**src/rtl/wdog_pkg.sv**
```systemverilog
package wdog_pkg;
  localparam int DATA_W = 8;
  localparam logic [1:0] ADDR_TCTL = 2'd0;
  localparam logic [1:0] ADDR_CNT  = 2'd1;
  localparam logic [1:0] ADDR_RCSR = 2'd2;
  localparam logic [DATA_W-1:0] RCSR_INIT = 8'h1F;

  typedef struct packed {
    logic itf;      // interval overflow flag
    logic wd_mode;  // 1 = watchdog
    logic en;       // timer enable
  } tctl_t;
endpackage

```
**src/rtl/wdog_tick.sv**
```systemverilog
module wdog_tick #(
  parameter int TICK_DIV = 4
) (
  input  logic clk_i,
  input  logic rst_ni,
  output logic tick_o
);
  localparam int DW = (TICK_DIV < 2) ? 1 : $clog2(TICK_DIV);
  localparam logic [DW-1:0] LAST = DW'(TICK_DIV - 1);

  logic [DW-1:0] div_q;

  always_ff @(posedge clk_i or negedge rst_ni) begin
    if (!rst_ni)           div_q <= '0;
    else if (div_q == LAST) div_q <= '0;
    else                   div_q <= div_q + 1'b1;
  end

  assign tick_o = (div_q == LAST);
endmodule

```
**src/rtl/wdog_timer.sv**
```systemverilog
module wdog_timer
  import wdog_pkg::*;
#(
  parameter int CNT_W = 8
) (
  input  logic              clk_i,
  input  logic              rst_ni,
  input  logic              tick_i,
  input  logic              wr_tctl_i,
  input  logic              wr_cnt_i,
  input  logic [DATA_W-1:0] wdata_i,
  output logic [CNT_W-1:0]  cnt_o,
  output tctl_t             tctl_o,
  output logic              ovf_wd_o,
  output logic              ovf_int_o
);
  logic [CNT_W-1:0] cnt_q;
  tctl_t            tctl_q;
  logic             ovf_raw;

  assign ovf_raw   = tick_i & tctl_q.en & (&cnt_q);
  assign ovf_wd_o  = ovf_raw & tctl_q.wd_mode;
  assign ovf_int_o = ovf_raw & ~tctl_q.wd_mode;

  always_ff @(posedge clk_i or negedge rst_ni) begin
    if (!rst_ni)                   cnt_q <= '0;
    else if (ovf_wd_o)             cnt_q <= '0;
    else if (wr_cnt_i)             cnt_q <= wdata_i[CNT_W-1:0];
    else if (tick_i && tctl_q.en)  cnt_q <= cnt_q + 1'b1;
  end

  always_ff @(posedge clk_i or negedge rst_ni) begin
    if (!rst_ni) tctl_q <= '0;
    else if (ovf_wd_o) tctl_q <= '0;
    else begin
      if (wr_tctl_i) begin
        tctl_q.wd_mode <= wdata_i[6];
        tctl_q.en      <= wdata_i[5];
        if (!wdata_i[7]) tctl_q.itf <= 1'b0;
      end
      if (ovf_int_o) tctl_q.itf <= 1'b1;
    end
  end

  assign cnt_o  = cnt_q;
  assign tctl_o = tctl_q;


  cnt_inc_chk: assert property (@(posedge clk_i) disable iff (!rst_ni)
    (tick_i && tctl_q.en && !(&cnt_q) && !wr_cnt_i) |=> (cnt_q == $past(cnt_q) + 1'b1));

  wd_clr_chk: assert property (@(posedge clk_i) disable iff (!rst_ni)
    ovf_wd_o |=> (cnt_q == '0 && tctl_q == '0));
endmodule

```
**src/rtl/wdog_rstctl.sv**
```systemverilog
module wdog_rstctl
  import wdog_pkg::*;
#(
  parameter int RST_CYC = 4
) (
  input  logic              clk_i,
  input  logic              rst_ni,
  input  logic              standby_i,
  input  logic              ovf_wd_i,
  input  logic              rd_i,
  input  logic              wr_i,
  input  logic [2:0]        wdata_hi_i,
  output logic [DATA_W-1:0] rcsr_o,
  output logic              wdt_rst_o,
  output logic              rst_sel_o
);
  localparam int PW = $clog2(RST_CYC + 1);

  logic          ovf_q, rste_q, rsts_q, qual_q;
  logic [PW-1:0] pcnt_q;

  always_ff @(posedge clk_i or negedge rst_ni) begin
    if (!rst_ni) begin
      ovf_q <= 1'b0; rste_q <= 1'b0; rsts_q <= 1'b0; qual_q <= 1'b0;
    end else if (standby_i) begin
      ovf_q <= 1'b0; rste_q <= 1'b0; rsts_q <= 1'b0; qual_q <= 1'b0;
    end else begin
      if (wr_i) begin
        rste_q <= wdata_hi_i[1];
        rsts_q <= wdata_hi_i[0];
        qual_q <= 1'b0;
      end else if (rd_i && ovf_q) begin
        qual_q <= 1'b1;
      end
      if (ovf_wd_i) ovf_q <= 1'b1;
      else if (wr_i && qual_q && !wdata_hi_i[2]) ovf_q <= 1'b0;
    end
  end

  // pulse counter is not touched by standby; it only drives the output
  always_ff @(posedge clk_i or negedge rst_ni) begin
    if (!rst_ni)                pcnt_q <= '0;
    else if (ovf_wd_i && rste_q) pcnt_q <= PW'(RST_CYC);
    else if (pcnt_q != '0)      pcnt_q <= pcnt_q - 1'b1;
  end

  assign wdt_rst_o = (pcnt_q != '0);
  assign rst_sel_o = rsts_q;
  assign rcsr_o    = {ovf_q, rste_q, rsts_q, 5'b11111};


  ovf_hold_chk: assert property (@(posedge clk_i) disable iff (!rst_ni)
    (wr_i && !qual_q && ovf_q && !standby_i) |=> ovf_q);

  rst_flag_chk: assert property (@(posedge clk_i) disable iff (!rst_ni)
    ($rose(wdt_rst_o) && !$past(standby_i)) |-> ovf_q);
endmodule

```
**src/rtl/wdog_top.sv**
```systemverilog
module wdog_top
  import wdog_pkg::*;
#(
  parameter int TICK_DIV = 4,
  parameter int CNT_W    = 8,
  parameter int RST_CYC  = 4
) (
  input  logic        clk_i,
  input  logic        rst_ni,
  input  logic        standby_i,
  input  logic        bus_re_i,
  input  logic        bus_we_i,
  input  logic [1:0]  bus_addr_i,
  input  logic [7:0]  bus_wdata_i,
  output logic [7:0]  bus_rdata_o,
  output logic        irq_o,
  output logic        wdt_rst_o,
  output logic        rst_sel_o
);
  logic             tick;
  logic [CNT_W-1:0] cnt;
  tctl_t            tctl;
  logic             ovf_wd, ovf_int;
  logic [DATA_W-1:0] rcsr;

  wdog_tick #(.TICK_DIV(TICK_DIV)) u_tick (
    .clk_i(clk_i), .rst_ni(rst_ni), .tick_o(tick));

  wdog_timer #(.CNT_W(CNT_W)) u_timer (
    .clk_i(clk_i), .rst_ni(rst_ni), .tick_i(tick),
    .wr_tctl_i(bus_we_i && bus_addr_i == ADDR_TCTL),
    .wr_cnt_i (bus_we_i && bus_addr_i == ADDR_CNT),
    .wdata_i(bus_wdata_i), .cnt_o(cnt), .tctl_o(tctl),
    .ovf_wd_o(ovf_wd), .ovf_int_o(ovf_int));

  wdog_rstctl #(.RST_CYC(RST_CYC)) u_rstctl (
    .clk_i(clk_i), .rst_ni(rst_ni), .standby_i(standby_i),
    .ovf_wd_i(ovf_wd),
    .rd_i(bus_re_i && bus_addr_i == ADDR_RCSR),
    .wr_i(bus_we_i && bus_addr_i == ADDR_RCSR),
    .wdata_hi_i(bus_wdata_i[7:5]),
    .rcsr_o(rcsr), .wdt_rst_o(wdt_rst_o), .rst_sel_o(rst_sel_o));

  always_comb begin
    case (bus_addr_i)
      ADDR_TCTL: bus_rdata_o = {tctl.itf, tctl.wd_mode, tctl.en, 5'b0};
      ADDR_CNT:  bus_rdata_o = DATA_W'(cnt);
      ADDR_RCSR: bus_rdata_o = rcsr;
      default:   bus_rdata_o = '0;
    endcase
  end

  assign irq_o = tctl.itf;


  int_no_ovf_chk: assert property (@(posedge clk_i) disable iff (!rst_ni)
    (ovf_int && !rcsr[7]) |=> !rcsr[7]);

  int_no_rst_chk: assert property (@(posedge clk_i) disable iff (!rst_ni)
    (ovf_int && !wdt_rst_o) |=> !wdt_rst_o);
endmodule

```
**config.mk**
```make
export PLATFORM = sky130hd
export DESIGN_NAME = wdog_top
export DESIGN_NICKNAME = d
export VERILOG_FILES = /design/src/rtl/wdog_pkg.sv /design/src/rtl/wdog_tick.sv /design/src/rtl/wdog_timer.sv /design/src/rtl/wdog_rstctl.sv /design/src/rtl/wdog_top.sv
export SDC_FILE = /design/constraint.sdc
export NUM_CORES = 1
export LEC_CHECK = 0
export ABC_AREA = 1
export BUFFER_PORTS_ARGS = -buffer_cell sky130_fd_sc_hd__buf_2
export CORE_MARGIN = 5
export CORE_UTILIZATION = 50
export CTS_CLUSTER_DIAMETER = 30
export DETAILED_ROUTE_END_ITERATION = 7
export GPL_ROUTABILITY_DRIVEN = 0
export HOLD_SLACK_MARGIN = 0.12
export PLACE_DENSITY = 0.83
export SYNTH_ARGS = -nofsm -noshare
export SYNTH_HDL_FRONTEND = slang
export SYNTH_SLANG_ARGS = --single-unit
```
**constraint.sdc**
```tcl
create_clock -name clk_i -period 2.96 [get_ports clk_i]
set_clock_uncertainty 0.2 [all_clocks]
set_input_delay 0.444 -clock clk_i [delete_from_list [all_inputs] [get_ports clk_i]]
set_output_delay 0.444 -clock clk_i [all_outputs]
set_load 0.03 [all_outputs]
```
==> run metrics <==
die width=just over 60 um; NumNets Final=224; most common cell after layout, fill and taps aside=nand2_1; Final ANT Viol Nets=0; Mean Syn Cell Area=between 7 and 8 um^2; TNS Setup=0 ns; Syn-to-layout area delta=18.3%; Yosys reg bits=20; Max Cap Viol=0; CP max FO=8; TritonCTS Buffers=3; routed wire length=slightly below 3000 um; grt total ovfl=0; Worst VDD drop=roughly 0.4 mV; I/O pin count=26; Hold Fails Final Rpt=0; Hold/Removal Path Class=input port to flop; # H-tree levels=1; Detailed Place HPWL=2250 um; Achievable Freq=483 MHz; Iteration-0 DRC Markers=78; number of setup buffers added after CTS=0; gr usage total=roughly 18%; vias per cell=around 5.2; drt pass-1 iters=4; Bufs on Longest Clock Path=2; crit path capture type=output port; Root Buffer=clkbuf_4; vias in the first global route=1128; RSZ-0062 raised after global routing=false; Pins Over Slew Limit=0; Arr. time, crit path=around 1.4 ns; Die ar.=3680 um^2; post-synthesis sequential area ratio=38.9%; Worst-path clk slew=around 0.11 ns; status=completed; Fillers=around 240; CP Class=input port to output port; Power Dens Cells=just under 700 nW/um^2; clock sinks=20; Static Leak=roughly 0.82 nW; Die Ht=about 60 um; DR WL/cell=roughly 13 um; Final period util=a little over two thirds; largest net degree at the start of global routing=21; highest-count cells in the layout ignoring fill and taps=45 x nand2_1, 29 x inv_1, 25 x buf_2; Period minus WS final=between 2 and 2.5 ns; via count=1225; drc violations=0; fin util=around three fifths; fraction of layout cells with a size suffix above 1=approximately 25%; FP Rows=18; first-pass GRT wire length=approximately 4900 um; # setup viols final=0; slew margin rel.=a little under three quarters; count of buffers from port buffering=25; CTS tree=yes; Ys Warns=0; Yosys top cell area share=38.9%; Syn Inst Count=between 150 and 200; Post-Syn Nets=approximately 190; core area=~2500 um^2; number of distinct library cells after synthesis=21; crit path launch type=input port; Mapped Area=1280 um^2; most area-consuming cells after synthesis=dfrtp_1 39%, nand2_1 13%, inv_1 8.5%; Clock Latency Late Sink=approximately 0.3 ns; initial antenna violation count=0; n_diodes=0; worst endpoint required time=2.32 ns; worst slew pin tran=roughly 0.43 ns; Starting Density=between 50% and 60%; dominant cell type by area after synthesis=dfrtp_1
[synthesized netlist by cell type (all sizes together)]
| cell type | number |
|---|---|
| a21oi | 4 |
| dfrtp | 20 |
| ha | 4 |
| inv | 31 |
| nand2 | 54 |
| nand3 | 17 |
| nand3b | 1 |
| nand4 | 1 |
| nor2 | 14 |
| o211ai | 1 |
| o21ai | 22 |
| o221ai | 2 |
| or2 | 1 |
| xor2 | 1 |
[repair_timing]
| action | CTS | global route |
|---|---|---|
| hold buffers | 2 | 0 |
| gates resized for setup | 0 | 0 |
| endpoints found under the hold margin | 21 | 0 |
[power by group]
| group | internal (mW) | total, mW | switching [mW] |
|---|---|---|---|
| clock | 0.137 | 0.222 | 0.0854 |
| combinational | 0.154 | 0.427 | 0.272 |
| sequential | 0.345 | 0.409 | 0.0637 |
| total | 0.636 | 1.06 | 0.421 |
[kinds of logic after synthesis]
logic type / Yosys count / synth area share (%)
AOI/OAI and AO/OA: 29 / 13.5
xor gates and xnor gates: 1 / 0.682
adders and majority gates: 4 / 3.89
buffers and inverters: 31 / 9.25
DFF: 20 / 38.9
and+or+nand+nor: 88 / 33.7
[per-stage QoR]
step / setup WS [ns] / power [mW] / area [um^2] / hold WS, ns / cells
6_report: 0.891 / 1.06 / 1520 / 0.201 / 234
5_1_grt: 0.833 / 1.14 / 1520 / 0.206 / 234
4_1_cts: 0.940 / 1.06 / 1520 / 0.198 / 234
3_5_place_dp: 0.988 / 0.834 / 1450 / 0.209 / 228
3_3_place_gp: 1.00 / 0.813 / 1450 / 0.206 / 228
2_1_floorplan: 0.946 / 0.723 / 1280 / -0.0516 / 173
[state kept, by name (all words and copies together) (netlist names)]
signal and flops:
u_timer.cnt_o 8, u_rstctl.pcnt_q 3, u_timer.tctl_o 3, u_tick.div_q 2
u_rstctl.ovf_q 1, u_rstctl.qual_q 1, u_rstctl.rst_sel_o 1, u_rstctl.rste_q 1
[path summary, 6_finish.rpt]
check                                        startpoint  depth (start not counted)                            end  slack, ns
hold / removal                                 bus_re_i                          3    u_rstctl.qual_q$_DFFE_PN0P_       0.20
setup / recovery                          bus_addr_i[1]                          5                 bus_rdata_o[3]       0.89
max in group asynchronous                        rst_ni                          2  u_timer.tctl_o[1]$_DFFE_PN0P_       1.86
min in group asynchronous                        rst_ni                          2   u_timer.cnt_o[1]$_DFFE_PN0P_       0.40
hold reg to reg               u_tick.div_q[0]$_DFF_PN0_                          1      u_tick.div_q[0]$_DFF_PN0_       0.24
setup reg to reg           u_timer.cnt_o[1]$_DFFE_PN0P_                          8   u_timer.cnt_o[1]$_DFFE_PN0P_       1.39
[critical path: stages]
cell and delay, ns:
buf_2 0.12, inv_1 0.10, nand2_1 0.22, o21ai_0 0.29, buf_2 0.24
[cell type report]
cell class	instances	area, um^2	share of cell area [%]
Clock buffer	3	22.5	1.48
Inverter	31	119	7.82
Tap cell	30	37.5	2.47
Clock inverter	1	30.0	1.98
Timing Repair Buffer	27	145	9.55
Multi-Input combinational cell	122	666	43.8
Sequential cell	20	500	32.9
[layer usage]
layer,vias up,global-route usage (%),part of all wire [%]
li1,612,-,-
met1,575,22.8,43
met2,36,31.1,51
met3,2,2.55,5.3
met4,0,6.50,0.65
met5,-,0,0
Power figures use the tool's default switching activity.
